**src/rtl/intpin_pkg.sv**
```systemverilog
package intpin_pkg;

    typedef enum logic [2:0] {
        ST_OFF   = 3'd0,
        ST_IDLE  = 3'd1,
        ST_HOLD  = 3'd2,
        ST_PULSE = 3'd3,
        ST_TRACK = 3'd4
    } pin_state_t;

    typedef struct packed {
        logic [1:0] width;
        logic       en;
        logic       act_hi;
        logic       pulsed;
        logic       resv;
        logic       st_pol;
        logic       wire3;
    } pin_cfg_t;

    localparam logic [7:0] CFG_RESET = 8'h10;

    localparam logic [1:0] W_FIXED  = 2'b00;
    localparam logic [1:0] W_ONE    = 2'b01;
    localparam logic [1:0] W_TWO    = 2'b10;
    localparam logic [1:0] W_FOLLOW = 2'b11;

endpackage

```
**src/rtl/intpin_cfg_reg.sv**
```systemverilog
module intpin_cfg_reg
    import intpin_pkg::*;
#(
    parameter int          DW      = 8,
    parameter logic [DW-1:0] RST_VAL = CFG_RESET
) (
    input  logic          clk,
    input  logic          rst_n,
    input  logic          wr_en,
    input  logic [DW-1:0] wr_data,
    input  logic          locked,
    output logic [DW-1:0] q
);

    always_ff @(posedge clk or negedge rst_n) begin
        if (!rst_n) begin
            q <= RST_VAL;
        end else if (wr_en && !locked) begin
            q <= wr_data;
        end
    end

    AST_WRITE_LOCKED: assert property (@(posedge clk) disable iff (!rst_n)
        (wr_en && locked) |=> $stable(q)) else $error("locked write changed register");

    AST_WRITE_TAKEN: assert property (@(posedge clk) disable iff (!rst_n)
        (wr_en && !locked) |=> (q == $past(wr_data))) else $error("open write not stored");

endmodule

```
**src/rtl/intpin_pulse_timer.sv**
```systemverilog
module intpin_pulse_timer
    import intpin_pkg::*;
#(
    parameter int LONG_CYC  = 6250,
    parameter int SHORT_CYC = 1250,
    localparam int CW       = (LONG_CYC < 3) ? 2 : $clog2(LONG_CYC + 1)
) (
    input  logic       clk,
    input  logic       rst_n,
    input  logic       clr,
    input  logic       start,
    input  logic [1:0] width,
    input  logic       hi_rate,
    input  logic       smp_tick,
    output logic       expired
);

    localparam logic [CW-1:0] LOAD_LONG  = CW'(LONG_CYC);
    localparam logic [CW-1:0] LOAD_SHORT = CW'(SHORT_CYC);

    logic [CW-1:0] cnt;
    logic [CW-1:0] load_val;
    logic          by_tick;
    logic          tick_d;
    logic          step;

    always_comb begin
        unique case (width)
            W_FIXED: load_val = hi_rate ? LOAD_SHORT : LOAD_LONG;
            W_ONE:   load_val = CW'(1);
            W_TWO:   load_val = CW'(2);
            default: load_val = '0;
        endcase
    end

    assign step    = by_tick ? (smp_tick & ~tick_d) : 1'b1;
    assign expired = step && (cnt == CW'(1));

    always_ff @(posedge clk or negedge rst_n) begin
        if (!rst_n) begin
            cnt     <= '0;
            by_tick <= 1'b0;
            tick_d  <= 1'b0;
        end else begin
            tick_d <= smp_tick;
            if (clr) begin
                cnt <= '0;
            end else if (start) begin
                cnt     <= load_val;
                by_tick <= (width != W_FIXED);
            end else if (step && cnt != '0) begin
                cnt <= cnt - CW'(1);
            end
        end
    end

    AST_CNT_NO_WRAP: assert property (@(posedge clk) disable iff (!rst_n)
        (cnt == '0 && !start) |=> (cnt == '0)) else $error("timer wrapped");

    AST_CNT_HOLDS_WITHOUT_TICK: assert property (@(posedge clk) disable iff (!rst_n)
        (by_tick && !start && !clr && !(smp_tick && !tick_d)) |=> $stable(cnt)) else $error("tick count moved");

endmodule

```
**src/rtl/intpin_fsm.sv**
```systemverilog
module intpin_fsm
    import intpin_pkg::*;
(
    input  logic     clk,
    input  logic     rst_n,
    input  pin_cfg_t cfg,
    input  logic     evt_in,
    input  logic     rel_rd,
    input  logic     expired,
    output logic     active,
    output logic     tmr_start,
    output logic     tmr_clr
);

    pin_state_t state;
    pin_state_t nxt;
    logic       evt_d;
    logic       evt_rise;
    logic       timed_mode;

    assign evt_rise   = evt_in & ~evt_d;
    assign timed_mode = cfg.pulsed && (cfg.width != W_FOLLOW);

    always_comb begin
        nxt = state;
        if (!cfg.en) begin
            nxt = ST_OFF;
        end else begin
            unique case (state)
                ST_OFF:   nxt = ST_IDLE;
                ST_IDLE: begin
                    if (!cfg.pulsed) begin
                        if (evt_rise) nxt = ST_HOLD;
                    end else if (cfg.width == W_FOLLOW) begin
                        if (evt_in) nxt = ST_TRACK;
                    end else if (evt_rise) begin
                        nxt = ST_PULSE;
                    end
                end
                ST_HOLD:  if (rel_rd) nxt = ST_IDLE;
                ST_PULSE: if (!evt_rise && expired) nxt = ST_IDLE;
                ST_TRACK: if (!evt_in) nxt = ST_IDLE;
                default:  nxt = ST_OFF;
            endcase
        end
    end

    always_ff @(posedge clk or negedge rst_n) begin
        if (!rst_n) begin
            state <= ST_OFF;
            evt_d <= 1'b0;
        end else begin
            state <= nxt;
            evt_d <= evt_in;
        end
    end

    always_comb begin
        active    = (state == ST_HOLD) || (state == ST_PULSE) || (state == ST_TRACK);
        tmr_clr   = !cfg.en;
        tmr_start = cfg.en && timed_mode && evt_rise &&
                    ((state == ST_IDLE) || (state == ST_PULSE));
    end

    AST_OFF_WHEN_DISABLED: assert property (@(posedge clk) disable iff (!rst_n)
        !cfg.en |=> (state == ST_OFF)) else $error("not off when disabled");

    AST_LATCH_HELD: assert property (@(posedge clk) disable iff (!rst_n)
        (state == ST_HOLD && cfg.en && !rel_rd) |=> (state == ST_HOLD)) else $error("latch dropped");

    AST_PULSE_NOT_EARLY: assert property (@(posedge clk) disable iff (!rst_n)
        (state == ST_PULSE && cfg.en && !expired) |=> (state == ST_PULSE)) else $error("pulse ended early");

    AST_TRACK_BEHIND_EVENT: assert property (@(posedge clk) disable iff (!rst_n)
        (state == ST_TRACK) |-> $past(evt_in)) else $error("tracking without event");

    AST_NO_LEVEL_RESTART: assert property (@(posedge clk) disable iff (!rst_n)
        (state == ST_IDLE && cfg.en && !cfg.pulsed && evt_d) |=> (state != ST_HOLD)) else $error("held level latched");

endmodule

```
**src/rtl/intpin_driver.sv**
```systemverilog
module intpin_driver
    import intpin_pkg::*;
#(
    parameter int CLK_HZ   = 125_000_000,
    parameter int LONG_US  = 50,
    parameter int SHORT_US = 10
) (
    input  logic       clk,
    input  logic       rst_n,
    input  logic       cfg_we,
    input  logic [7:0] cfg_wdata,
    input  logic       op_run,
    input  logic       smp_tick,
    input  logic       hi_rate,
    input  logic       evt_in,
    input  logic       rel_rd,
    output logic [7:0] cfg_q,
    output logic       int_pin
);

    localparam int CYC_PER_US = CLK_HZ / 1_000_000;
    localparam int LONG_RAW   = CYC_PER_US * LONG_US;
    localparam int SHORT_RAW  = CYC_PER_US * SHORT_US;
    localparam int LONG_CYC   = (LONG_RAW < 1) ? 1 : LONG_RAW;
    localparam int SHORT_CYC  = (SHORT_RAW < 1) ? 1 : SHORT_RAW;

    pin_cfg_t cfg;
    logic     active;
    logic     tmr_start;
    logic     tmr_clr;
    logic     expired;

    intpin_cfg_reg #(
        .DW      (8),
        .RST_VAL (CFG_RESET)
    ) u_cfg (
        .clk     (clk),
        .rst_n   (rst_n),
        .wr_en   (cfg_we),
        .wr_data (cfg_wdata),
        .locked  (op_run),
        .q       (cfg_q)
    );

    assign cfg = pin_cfg_t'(cfg_q);

    intpin_fsm u_fsm (
        .clk       (clk),
        .rst_n     (rst_n),
        .cfg       (cfg),
        .evt_in    (evt_in),
        .rel_rd    (rel_rd),
        .expired   (expired),
        .active    (active),
        .tmr_start (tmr_start),
        .tmr_clr   (tmr_clr)
    );

    intpin_pulse_timer #(
        .LONG_CYC  (LONG_CYC),
        .SHORT_CYC (SHORT_CYC)
    ) u_tmr (
        .clk      (clk),
        .rst_n    (rst_n),
        .clr      (tmr_clr),
        .start    (tmr_start),
        .width    (cfg.width),
        .hi_rate  (hi_rate),
        .smp_tick (smp_tick),
        .expired  (expired)
    );

    assign int_pin = active ? cfg.act_hi : ~cfg.act_hi;

    AST_DISABLED_PIN_IDLE: assert property (@(posedge clk) disable iff (!rst_n)
        !cfg_q[5] |=> (int_pin == ~cfg_q[4])) else $error("disabled pin shows interrupt");

    AST_START_ASSERTS: assert property (@(posedge clk) disable iff (!rst_n)
        tmr_start |=> (int_pin == cfg_q[4])) else $error("pulse start not visible");

endmodule

```
**config.mk**
```make
export PLATFORM = sky130hd
export DESIGN_NAME = intpin_driver
export DESIGN_NICKNAME = d
export VERILOG_FILES = /design/src/rtl/intpin_pkg.sv /design/src/rtl/intpin_cfg_reg.sv /design/src/rtl/intpin_pulse_timer.sv /design/src/rtl/intpin_fsm.sv /design/src/rtl/intpin_driver.sv
export SDC_FILE = /design/constraint.sdc
export NUM_CORES = 1
export LEC_CHECK = 0
export BUFFER_PORTS_ARGS = -buffer_cell sky130_fd_sc_hd__buf_2
export CORE_MARGIN = 4
export CORE_UTILIZATION = 56
export DETAILED_ROUTE_END_ITERATION = 10
export HOLD_SLACK_MARGIN = 0.06
export PLACE_DENSITY = 0.76
export SETUP_SLACK_MARGIN = 0.2
export SYNTH_ARGS = -nofsm -noshare
export SYNTH_HDL_FRONTEND = slang
export SYNTH_SLANG_ARGS = --single-unit
```
**constraint.sdc**
```tcl
create_clock -name clk -period 2.3 [get_ports clk]
set_clock_uncertainty 0.15 [all_clocks]
set_input_delay 0.23 -clock clk [delete_from_list [all_inputs] [get_ports clk]]
set_output_delay 0.23 -clock clk [all_outputs]
set_load 0.1 [all_outputs]
```
==> key figures, run 1 <==
Place
  • GPL Wtd Cong: roughly 0.94
  • Hpwl dp: approximately 2.7 mm
  • I/O Buffers: 24
  • Pre-CTS setup slack: between 0.15 and 0.2 ns

GRT
  • Vias in the first global route: 1383
  • Total track usage: 22.8%
  • First-pass GRT wire length: approximately 6.4 mm
  • Initial antenna violation count: 0
  • Largest net degree at the start of global routing: 28
  • GRT overflow: 0

Synth
  • Most common cell in the netlist: dfrtp_1
  • Synth unique cells: between 40 and 50
  • Synth Cell Area: approximately 1600 sq um
  • Register area share after synthesis: a little over two fifths
  • Most frequent cells after synthesis: 26 x dfrtp_1, 15 x nor2_1, 14 x nand2_1
  • Number of flops mapped to enable cells by yosys: 0
  • Cells after Synth: between 150 and 200
  • Synth Warn #: 0
  • Largest family of logic cells by synthesized area: simple AND/OR/NAND/NOR gates
  • Synth area leader: dfrtp_1
  • Complex-gate fraction of the synthesized area: around an eighth
  • Simple-gate portion of the synthesized area: between 30% and 40%
  • Top post-synthesis cells by area: dfrtp_1 41%, mux2_2 4.9%, nor2_1 3.5%, nand2_1 3.3%, o21ai_0 2.8%
  • Mux cell area share after synthesis: under 10%
  • Synth Area in Adders: between 2 and 2.5%
  • Post-synthesis register bit count: 27
  • Synth Flop Type: dfrtp_1
  • Average footprint of a synthesized cell: between 9 and 10 sq um
  • Syn_nets: roughly 190
  • Async S/R FF share, synth: 100%
  • Top cell type's share of synthesized area: between 40% and 50%
  • Xor/xnor share of the synthesized area: around 3.8%

CTS
  • CTS sink count: 27
  • Worst skew pair latency: about 0.32 ns
  • CTS tree: built
  • H-tree depth: 1
  • Clock slew seen by the registers of the worst setup and hold paths: ~0.14 ns
  • Num CTS Buffers: 3
  • Root Driver: clkbuf_4
  • Longest Clk Path Bufs: 2

Run status
  • Status: completed

Routing
  • ANT nets after route: 0
  • Vias/cell: approximately 6.2
  • Router iterations before antenna repair: 7
  • Routed len/inst: 17.3 microns
  • WL final: a little over 4 mm
  • Initial DRC count: 73
  • Post-detailed-route DRC marker count: 0
  • Vias: roughly 1500

STA
  • Final hold viol count: 0
  • Slew headroom: between 50 and 60%
  • Worst-Margin Slew: between 0.7 and 0.8 ns
  • Setup TNS: 0 ns
  • Fmax: approximately 0.48 GHz
  • RSZ-0062 raised after global routing: true
  • Min Tclk post-route: around 2.1 ns
  • Final slew viol count: 0
  • Final setup viols: 0
  • Final WS setup: 0.233 ns
  • Tcrit/Tclk final: around nine tenths

Critical path
  • R2r endpoint: u_fsm.state[0]
  • Cell Chain, Critical Path: nor3_4 -> nand2_2 -> or4_4 -> a31oi_1 -> mux2i_1
  • Worst Setup EP: u_fsm.state[0]
  • R2r worst-path depth: 5
  • Setup crit end kind: flop
  • Crit start category: flop
  • RR Startpoint: u_tmr.cnt[4]
  • Critical Path RT: 2.41 ns
  • Setup CP Type: reg -> reg
  • CP max FO: 5
  • Critical path data arrival time: between 2 and 2.5 ns
  • R2r setup slk: approximately 0.23 ns
  • Slowest CP cell: or4_4
  • Start point of the critical path: u_tmr.cnt[4]
  • Delay of the slowest critical-path stage: about 0.54 ns

Floorplan
  • Site Rows: 19
  • Core Footprint: between 2000 and 3000 sq um
  • Chip height: slightly above 60 microns
  • Chip Width: 61.4 microns
  • Initial Util: 58.3%
  • DIE AREA: 3760 sq um
  • IO Pins: 25

Flow run
  • Maxcap violations: 0

Hold path
  • Hold Crit Class: in -> reg
  • Worst hold path stage count: 3

Cells and area
  • Diodes inserted: 0
  • Finished Core Util: 71.7%
  • Layout cells sized above 1: 32.7%
  • Final net count: between 200 and 250
  • Synth-to-Final Area Change: 22.9%

Power
  • Leak pwr: around 0.00087 uW
  • Max IR drop VDD: 1.13 mV
  • PD cells: ~1300 nW/um^2
-- cell families (layout without fill, tap and decap cells) --
| group | count (synthesis) | count (layout) |
|---|---|---|
| compound gates | 29 | 29 |
| xor+xnor | 7 | 7 |
| simple gates | 81 | 81 |
| fa+ha+maj | 3 | 3 |
| buf+inv | 12 | 50 |
| mux | 8 | 8 |
| flops | 27 | 27 |
-- worst min path at each step --
stage	startpoint	end	slack [ns]
final	hi_rate	u_tmr.cnt[12]	0.10
after global routing	hi_rate	u_tmr.cnt[12]	0.1
after CTS	hi_rate	u_tmr.cnt[12]	0.09
after detailed placement	rst_n	u_fsm.state[2]	0.12
after global placement	rst_n	u_fsm.state[2]	0.11
after floorplan	rst_n	u_cfg.q[0]	-0.22
-- routing by layer --
| metal | vias up | track usage (%) | share of wire, % |
|---|---|---|---|
| met5 | - | 0 | 0 |
| met4 | 0 | 5.45 | 1.1 |
| met3 | 6 | 3.98 | 8.1 |
| met2 | 78 | 38.7 | 49 |
| met1 | 703 | 30.4 | 41 |
| li1 | 687 | - | - |
-- layout make-up --
| class | instances | area (sq um) |
|---|---|---|
| multi-input combinational | 128 | 912 |
| fill | 188 | 774 |
| sequential | 27 | 689 |
| timing repair buffer | 40 | 270 |
| tap | 31 | 38.8 |
| clock buffer | 4 | 26.3 |
| inverter | 6 | 22.5 |
-- critical path: cells and delay by family, from the launching register on --
| kind | cells | cell delay (ns) |
|---|---|---|
| AOI/OAI and AO/OA | 1 | 0.23 |
| DFF | 1 | 0.49 |
| muxes | 1 | 0.20 |
| and+or+nand+nor | 3 | 0.94 |
-- timing repair --
item,CTS,global route
buffers inserted,0,4
gates resized for setup,3,9
hold endpoints to repair,37,0
hold buffers,11,0
setup endpoints to repair,2,10
pin swaps,0,1
-- power by group --
group          total [uW]  switching [uW]  leakage [uW]  internal (uW)
combinational        1550             895      0.000521            655
sequential            816             208      0.000338            609
clock                 207             139     0.0000150           67.9
total                2570            1240      0.000874           1330
-- flip-flops by register name, summed over array words and instances, names as in the netlist --
name / flops
u_cfg.q: 8
u_tmr.by_tick: 1
u_fsm.state: 3
u_tmr.cnt: 13
u_tmr.tick_d: 1
u_fsm.evt_d: 1
-- through the flow --
step                      total power [uW]  instances  hold WS [ns]  area (sq um)
after detailed placement              2160        217         0.121          1750
after global placement                2130        217         0.112          1750
after CTS                             2400        232        0.0916          1900
after floorplan                       1920        167        -0.216          1620
after global routing                  2740        236        0.0985          1960
final                                 2570        236         0.102          1960
-- layout by cell type, fill, tap and decap left out, types with 4 or more instances in the layout --
cell type      synthesis  layout
nand3_1                8       8
nand2_1               14      14
nor2_1                15      13
dfrtp_2                0       4
nand4_1                6       6
mux2_2                 7       7
xnor2_1                4       4
buf_4                  1       6
a31oi_1                5       5
inv_1                  6       5
dfrtp_1               26      20
nor3_1                 6       6
o21ai_0                9       9
buf_2                  0      23
dlygate4sd3_1          0      11
Power figures use the tool's default switching activity.
==> run 2, diff against run 1 <==
--- a/config.mk
+++ b/config.mk
@@ -5,12 +5,15 @@
 export SDC_FILE = /design/constraint.sdc
 export NUM_CORES = 1
 export LEC_CHECK = 0
+export ABC_AREA = 1
 export BUFFER_PORTS_ARGS = -buffer_cell sky130_fd_sc_hd__buf_2
+export CELL_PAD_IN_SITES_DETAIL_PLACEMENT = 1
+export CELL_PAD_IN_SITES_GLOBAL_PLACEMENT = 1
 export CORE_MARGIN = 4
-export CORE_UTILIZATION = 56
+export CORE_UTILIZATION = 45
 export DETAILED_ROUTE_END_ITERATION = 10
 export HOLD_SLACK_MARGIN = 0.06
-export PLACE_DENSITY = 0.76
+export PLACE_DENSITY = 0.81
 export SETUP_SLACK_MARGIN = 0.2
 export SYNTH_ARGS = -nofsm -noshare
 export SYNTH_HDL_FRONTEND = slang
==> constraint.sdc (replaced) <==
create_clock -name clk -period 2.65 [get_ports clk]
set_clock_uncertainty 0.15 [all_clocks]
set_input_delay 0.265 -clock clk [delete_from_list [all_inputs] [get_ports clk]]
set_output_delay 0.265 -clock clk [all_outputs]
set_load 0.1 [all_outputs]
==> run 2 against run 1 <==
Largest cell class unchanged. Core utilization is 16 points lower. Largest power group unchanged. Routed wire length is 7.1% higher. Power is 20% lower.
==> key figures, run 2 <==
GRT
  • Largest net degree at the start of global routing: 28
  • First-pass GRT wire length: 7.92 mm
  • GRT overflow: 0
  • Initial antenna violation count: 0
  • Vias in the first global route: ~1700
  • Total track usage: 20.2%

Cells and area
  • Multi-input gate area: a little under 900 sq um
  • Synth-to-Final Area Change: 14.1%
  • Post-Layout Cell Count: ~290
  • Max reg flops: 13
  • Layout cells sized above 1: between 20% and 30%
  • Post-route cell area: 1920 sq um
  • Top flop regs: u_tmr.cnt x13, u_cfg.q x8, u_fsm.state x3
  • Diodes inserted: 0
  • Final net count: about 260
  • FILL cells: 451
  • Most frequent cells in the layout: 55 x nand2_1, 26 x dfrtp_1, 24 x nor2_1, 24 x nand3_1, 24 x buf_2
  • Seq. cell area: around 680 sq um
  • Biggest register: u_tmr.cnt
  • Commonest non-fill, non-tap cell in the layout: nand2_1

Synth
  • Async S/R FF share, synth: between 90% and 100%
  • Post-synthesis register bit count: 27
  • Synth area leader: dfrtp_1
  • Synth Warn #: 0
  • Mux cell area share after synthesis: 4.68%
  • Complex-gate fraction of the synthesized area: under 10%
  • Synth Area in Adders: approximately 2.2%
  • Number of flops mapped to enable cells by yosys: 0
  • Synth unique cells: 29
  • Largest family of logic cells by synthesized area: simple AND/OR/NAND/NOR gates
  • Register area share after synthesis: about two fifths
  • Top cell type's share of synthesized area: between 30% and 40%
  • Simple-gate portion of the synthesized area: between 30% and 40%
  • Xor/xnor share of the synthesized area: between 2 and 2.5%
  • Most common cell in the netlist: nand2_1
  • Top post-synthesis cells by area: dfrtp_1 39%, nand2_1 12%, nand3_1 7.1%, nor2_1 5.4%, inv_1 4.9%
  • Synth Cell Area: 1680 sq um
  • Synth Flop Type: dfrtp_1
  • Average footprint of a synthesized cell: between 7 and 8 sq um
  • Syn_nets: ~230
  • Cells after Synth: around 210
  • Most frequent cells after synthesis: 55 x nand2_1, 26 x dfrtp_1, 24 x nand3_1, 24 x nor2_1, 22 x inv_1

Routing
  • Routed len/inst: 15.2 microns
  • Vias: about 1500
  • Initial DRC count: 53
  • Router iterations before antenna repair: 4
  • ANT nets after route: 0
  • Vias/cell: ~5.4
  • Post-detailed-route DRC marker count: 0
  • WL final: around 4.4 mm

Floorplan
  • Chip height: between 60 and 70 microns
  • DIE AREA: 4780 sq um
  • Core Footprint: approximately 3500 sq um
  • Initial Util: 48.5%
  • Chip Width: between 60 and 70 microns
  • IO Pins: 25
  • Site Rows: 21

CTS
  • CTS tree: built
  • Longest Clk Path Bufs: 2
  • CTS sink count: 27
  • CTS resizes: 0
  • Setup Buffers After CTS: 0
  • Num CTS Buffers: 3
  • H-tree depth: 1
  • Clock slew seen by the registers of the worst setup and hold paths: ~0.09 ns
  • Hold Buf Count CTS: 3
  • Root Driver: clkbuf_8
  • Worst skew pair latency: 0.28 ns

Critical path
  • Worst path bufs/invs: 2
  • Critical path data arrival time: roughly 1.8 ns
  • CP Depth: 5
  • Slowest CP cell: dfrtp_1
  • Crit start category: flop
  • R2r setup slk: a little over 0.7 ns
  • RR Startpoint: u_cfg.q[5]
  • Setup crit end kind: primary output
  • R2r worst-path depth: 8
  • Cell Chain, Critical Path: nor2_1 -> inv_1 -> o21ai_0 -> xnor2_2 -> buf_2
  • CP max FO: 7
  • CP delay by family, top: buffers and inverters
  • Setup CP Type: reg -> out
  • Delay of the slowest critical-path stage: between 0.4 and 0.5 ns
  • R2r endpoint: u_tmr.cnt[12]
  • Critical Path RT: approximately 2.2 ns

Hold path
  • Hold endpoint: u_cfg.q[0]
  • Hold Crit Class: in -> reg
  • Hold Path Origin: cfg_wdata[0]
  • Worst hold path stage count: 2

Place
  • I/O Buffers: 24
  • GPL Wtd Cong: slightly below 1
  • Post-DP Area: about 1800 sq um
  • Hpwl dp: around 3.3 mm
  • Post-placement cell count: 280

STA
  • RSZ-0062 raised after global routing: false
  • Worst-Margin Slew: 0.606 ns
  • Final hold viol count: 0
  • Final setup viols: 0
  • Tcrit/Tclk final: between 80 and 90%
  • Slew headroom: around three fifths
  • Final slew viol count: 0
  • Fmax: between 0.4 and 0.5 GHz
  • Setup TNS: 0 ns
  • Min Tclk post-route: between 2 and 2.5 ns

Run status
  • Status: completed

Power
  • PD cells: approximately 1100 nW/um^2
  • Leak pwr: 0.000995 uW
  • Max IR drop VDD: 0.657 mV

Flow run
  • Maxcap violations: 0
-- run 2: cell count changes after synthesis, sizes merged, moves of 7 or more --
cell / previous run / this run
nand2: 15 / 59
nand3: 8 / 26
inv: 6 / 23
nor2: 15 / 31
nor3: 9 / 2
-- run 2: how the worst max path moves through the flow --
stage                         startpoint       to  slack (ns)
after global routing      u_fsm.state[1]  int_pin        0.22
after detailed placement  u_fsm.state[1]  int_pin        0.70
final                     u_fsm.state[1]  int_pin        0.39
after floorplan           u_fsm.state[2]  int_pin        0.61
after CTS                 u_fsm.state[1]  int_pin        0.37
after global placement    u_fsm.state[1]  int_pin        0.74
-- run 2: kinds of logic (layout without fill, tap and decap cells) --
group,after synthesis,after routing
AO/OA/AOI/OAI,14,14
multiplexers,7,7
XOR/XNOR,4,4
buffers and inverters,27,55
adder cells (fa/ha/maj),3,3
AND/OR/NAND/NOR,132,132
flip-flops,27,27
-- run 2: per-layer routing --
metal  GRT usage (%)  up-vias  share of wire, %
met5               0        -                 0
met4            7.81        0               1.8
met2            35.0       29                51
met3            4.22        7               4.9
met1            24.3      758                42
li1                -      748                 -
-- run 2: through the flow --
| stage | util, % | setup WS (ns) | total power (uW) | hold slack [ns] |
|---|---|---|---|---|
| 2_1_floorplan | - | 0.608 | 1590 | -0.181 |
| 3_3_place_gp | 52.9 | 0.737 | 1770 | 0.166 |
| 3_5_place_dp | 52.9 | 0.700 | 1820 | 0.164 |
| 4_1_cts | 55.1 | 0.374 | 2070 | 0.0627 |
| 5_1_grt | 55.4 | 0.217 | 2250 | 0.0605 |
| 6_report | 55.4 | 0.393 | 2060 | 0.0616 |
-- run 2: final cells by class --
type	instances	share of cell area, %
multi-input combinational	160	46.6
timing repair buffer	28	8.34
tap	46	3.00
sequential	27	35.2
inverter	23	4.50
clock buffer	4	2.35
-- run 2: power breakdown --
group          total (uW)  internal [uW]  switching, uW
Clock                 242            108            134
Sequential            645            521            125
Combinational        1170            355            818
Total                2060            984           1080
==> run 3, diff against run 2 <==
--- a/config.mk
+++ b/config.mk
@@ -14,6 +14,7 @@
 export DETAILED_ROUTE_END_ITERATION = 10
 export HOLD_SLACK_MARGIN = 0.06
 export PLACE_DENSITY = 0.81
+export REMOVE_ABC_BUFFERS = 1
 export SETUP_SLACK_MARGIN = 0.2
 export SYNTH_ARGS = -nofsm -noshare
 export SYNTH_HDL_FRONTEND = slang
==> run 3 against run 2 <==
Flip-flop and latch count unchanged. Design area increased by 1.2%. Highest routed layer unchanged. Maximum frequency increased by 2.3%. Routed wire length increased by 3.4%. Critical path type unchanged. Count of clock-buffer cells in the layout decreased by 1. Hold slack about the same. Non-clock buffer count increased by 3. Register-to-register slack improved by 0.04 ns. Combinational power about the same. Critical endpoint unchanged. First-iteration DRC count increased by 19%. Die area unchanged. Core utilization increased by 0.69 points.
==> key figures, run 3 (same netlist as run 2, synthesis figures left out) <==
CTS
  • CTS tree: built
  • Worst skew pair latency: approximately 0.28 ns
  • CTS sink count: 27
  • Root Driver: clkbuf_8
  • Longest Clk Path Bufs: 2
  • Clock slew seen by the registers of the worst setup and hold paths: ~0.10 ns
  • H-tree depth: 1
  • Num CTS Buffers: 3
  • Setup Buffers After CTS: 0

Place
  • Hpwl dp: ~3.5 mm
  • I/O Buffers: 24
  • GPL Wtd Cong: about 0.95

Floorplan
  • Initial Util: around 49%
  • Site Rows: 21
  • Chip height: 69.2 microns
  • IO Pins: 25
  • DIE AREA: between 4000 and 5000 sq um
  • Core Footprint: between 3000 and 4000 sq um
  • Chip Width: around 69 microns

Flow run
  • Maxcap violations: 0

Power
  • Sw Pwr: roughly 1100 uW
  • Combinational Power Share: about 57%
  • Clock Power Share: roughly an eighth
  • Switch share: between 50% and 60%
  • PD cells: approximately 1100 nW/um^2
  • Seq pwr share: 30.9%
  • P_int: slightly below 1000 uW
  • Leak pwr: just over 0.001 uW
  • Max IR drop VDD: roughly 0.6 mV

Cells and area
  • Seq. cell area: 677 sq um
  • Multi-input gate area: roughly 890 sq um
  • Most frequent cells in the layout: 55 x nand2_1, 26 x dfrtp_1, 24 x nor2_1, 24 x nand3_1, 24 x buf_2
  • Synth-to-Final Area Change: 15.5%
  • Commonest non-fill, non-tap cell in the layout: nand2_1
  • Layout cells sized above 1: between 20% and 30%
  • Finished Core Util: a little under three fifths
  • Final net count: 265
  • Top flop regs: u_tmr.cnt x13, u_cfg.q x8, u_fsm.state x3
  • Biggest register: u_tmr.cnt
  • FILL cells: approximately 460
  • Max reg flops: 13
  • Diodes inserted: 0

STA
  • Final hold viol count: 0
  • Setup TNS: 0 ns
  • Fmax: ~0.45 GHz
  • Tcrit/Tclk final: between 80% and 90%
  • Final setup viols: 0
  • RSZ-0062 raised after global routing: false
  • Min Tclk post-route: 2.21 ns
  • Final slew viol count: 0
  • Slew headroom: between 50% and 60%
  • Worst-Margin Slew: between 0.6 and 0.7 ns

Critical path
  • Slowest CP cell: dfrtp_1
  • Delay of the slowest critical-path stage: 0.47 ns
  • Critical path data arrival time: between 1.5 and 2 ns
  • Setup crit end kind: primary output
  • CP delay by family, top: buffers and inverters
  • Crit start category: flop
  • Worst path bufs/invs: 2
  • Cell Chain, Critical Path: nor2_1 -> inv_1 -> o21ai_0 -> xnor2_1 -> buf_2
  • CP max FO: 7
  • Critical Path RT: around 2.2 ns
  • Setup CP Type: reg -> out

GRT
  • Vias in the first global route: about 1600
  • Largest net degree at the start of global routing: 28
  • Total track usage: about a fifth
  • Initial antenna violation count: 0
  • First-pass GRT wire length: between 7 and 8 mm
  • GRT overflow: 0

Routing
  • Router iterations before antenna repair: 4
  • Vias: roughly 1500
  • Post-detailed-route DRC marker count: 0
  • ANT nets after route: 0
  • Initial DRC count: 63
  • WL final: roughly 4.5 mm
  • Routed len/inst: roughly 16 microns
  • Vias/cell: approximately 5.3

Run status
  • Status: completed

Hold path
  • Hold Crit Class: in -> reg
[run 3: cell count changes in the layout (fill, tap and decap cells not counted), sizes merged]
| cell | change |
|---|---|
| dlygate4sd3 | +3 |
| clkbuf | -1 |
| clkinv | +1 |
[run 3: layout make-up]
cell class / count / area share [%]
inverters: 23 / 4.44
repair buffers: 31 / 9.78
multi-input cells: 160 / 45.6
well taps: 46 / 2.96
clock buffers: 3 / 2.12
clock inverters: 1 / 0.257
flip-flops and latches: 27 / 34.8
[run 3: power groups by stage]
| stage | clock network, uW | logic, uW | registers [uW] |
|---|---|---|---|
| floorplan | 0 | 791 | 753 |
| global placement | 0 | 1130 | 645 |
| finish | 247 | 1200 | 646 |
| detailed placement | 0 | 1190 | 650 |
| CTS | 252 | 1200 | 643 |
| global route | 268 | 1330 | 664 |
[run 3: timing repair]
item,in CTS,in global routing
gates resized for setup,0,0
hold buffers,7,0
endpoints found under the hold margin,32,0
[run 3: routing by layer]
metal | wire (microns) | share of wire [%] | global-route usage, % | up-vias
li1 | - | - | - | 755
met2 | 2280 | 50 | 35.1 | 32
met1 | 1970 | 44 | 24.3 | 753
met4 | 70 | 1.5 | 6.29 | 0
met5 | 0 | 0 | 0 | -
met3 | 201 | 4.4 | 4.22 | 7
[run 3: through the flow]
step	cell area (sq um)	worst slack [ns]	cells	hold slack, ns	power, uW
2_1_floorplan	1650	0.00131	210	-0.181	1540
3_3_place_gp	1830	0.789	280	0.165	1780
3_5_place_dp	1830	0.782	280	0.170	1840
4_1_cts	1940	0.450	291	0.0606	2100
5_1_grt	1940	0.328	291	0.0692	2260
6_report	1940	0.444	291	0.0613	2090
[run 3: path summary, 6_finish.rpt]
check,from,endpoint,cells past startpoint,slack [ns]
worst max-delay path,u_fsm.state[1],int_pin,5,0.44
worst max register to register,u_tmr.cnt[0],u_tmr.cnt[4],9,0.75
min in group asynchronous,rst_n,u_tmr.cnt[3],2,0.37
worst min-delay path,cfg_wdata[6],u_cfg.q[6],2,0.06
worst min register to register,u_tmr.by_tick,u_tmr.by_tick,2,0.33
max in group asynchronous,rst_n,u_fsm.evt_d,2,1.58
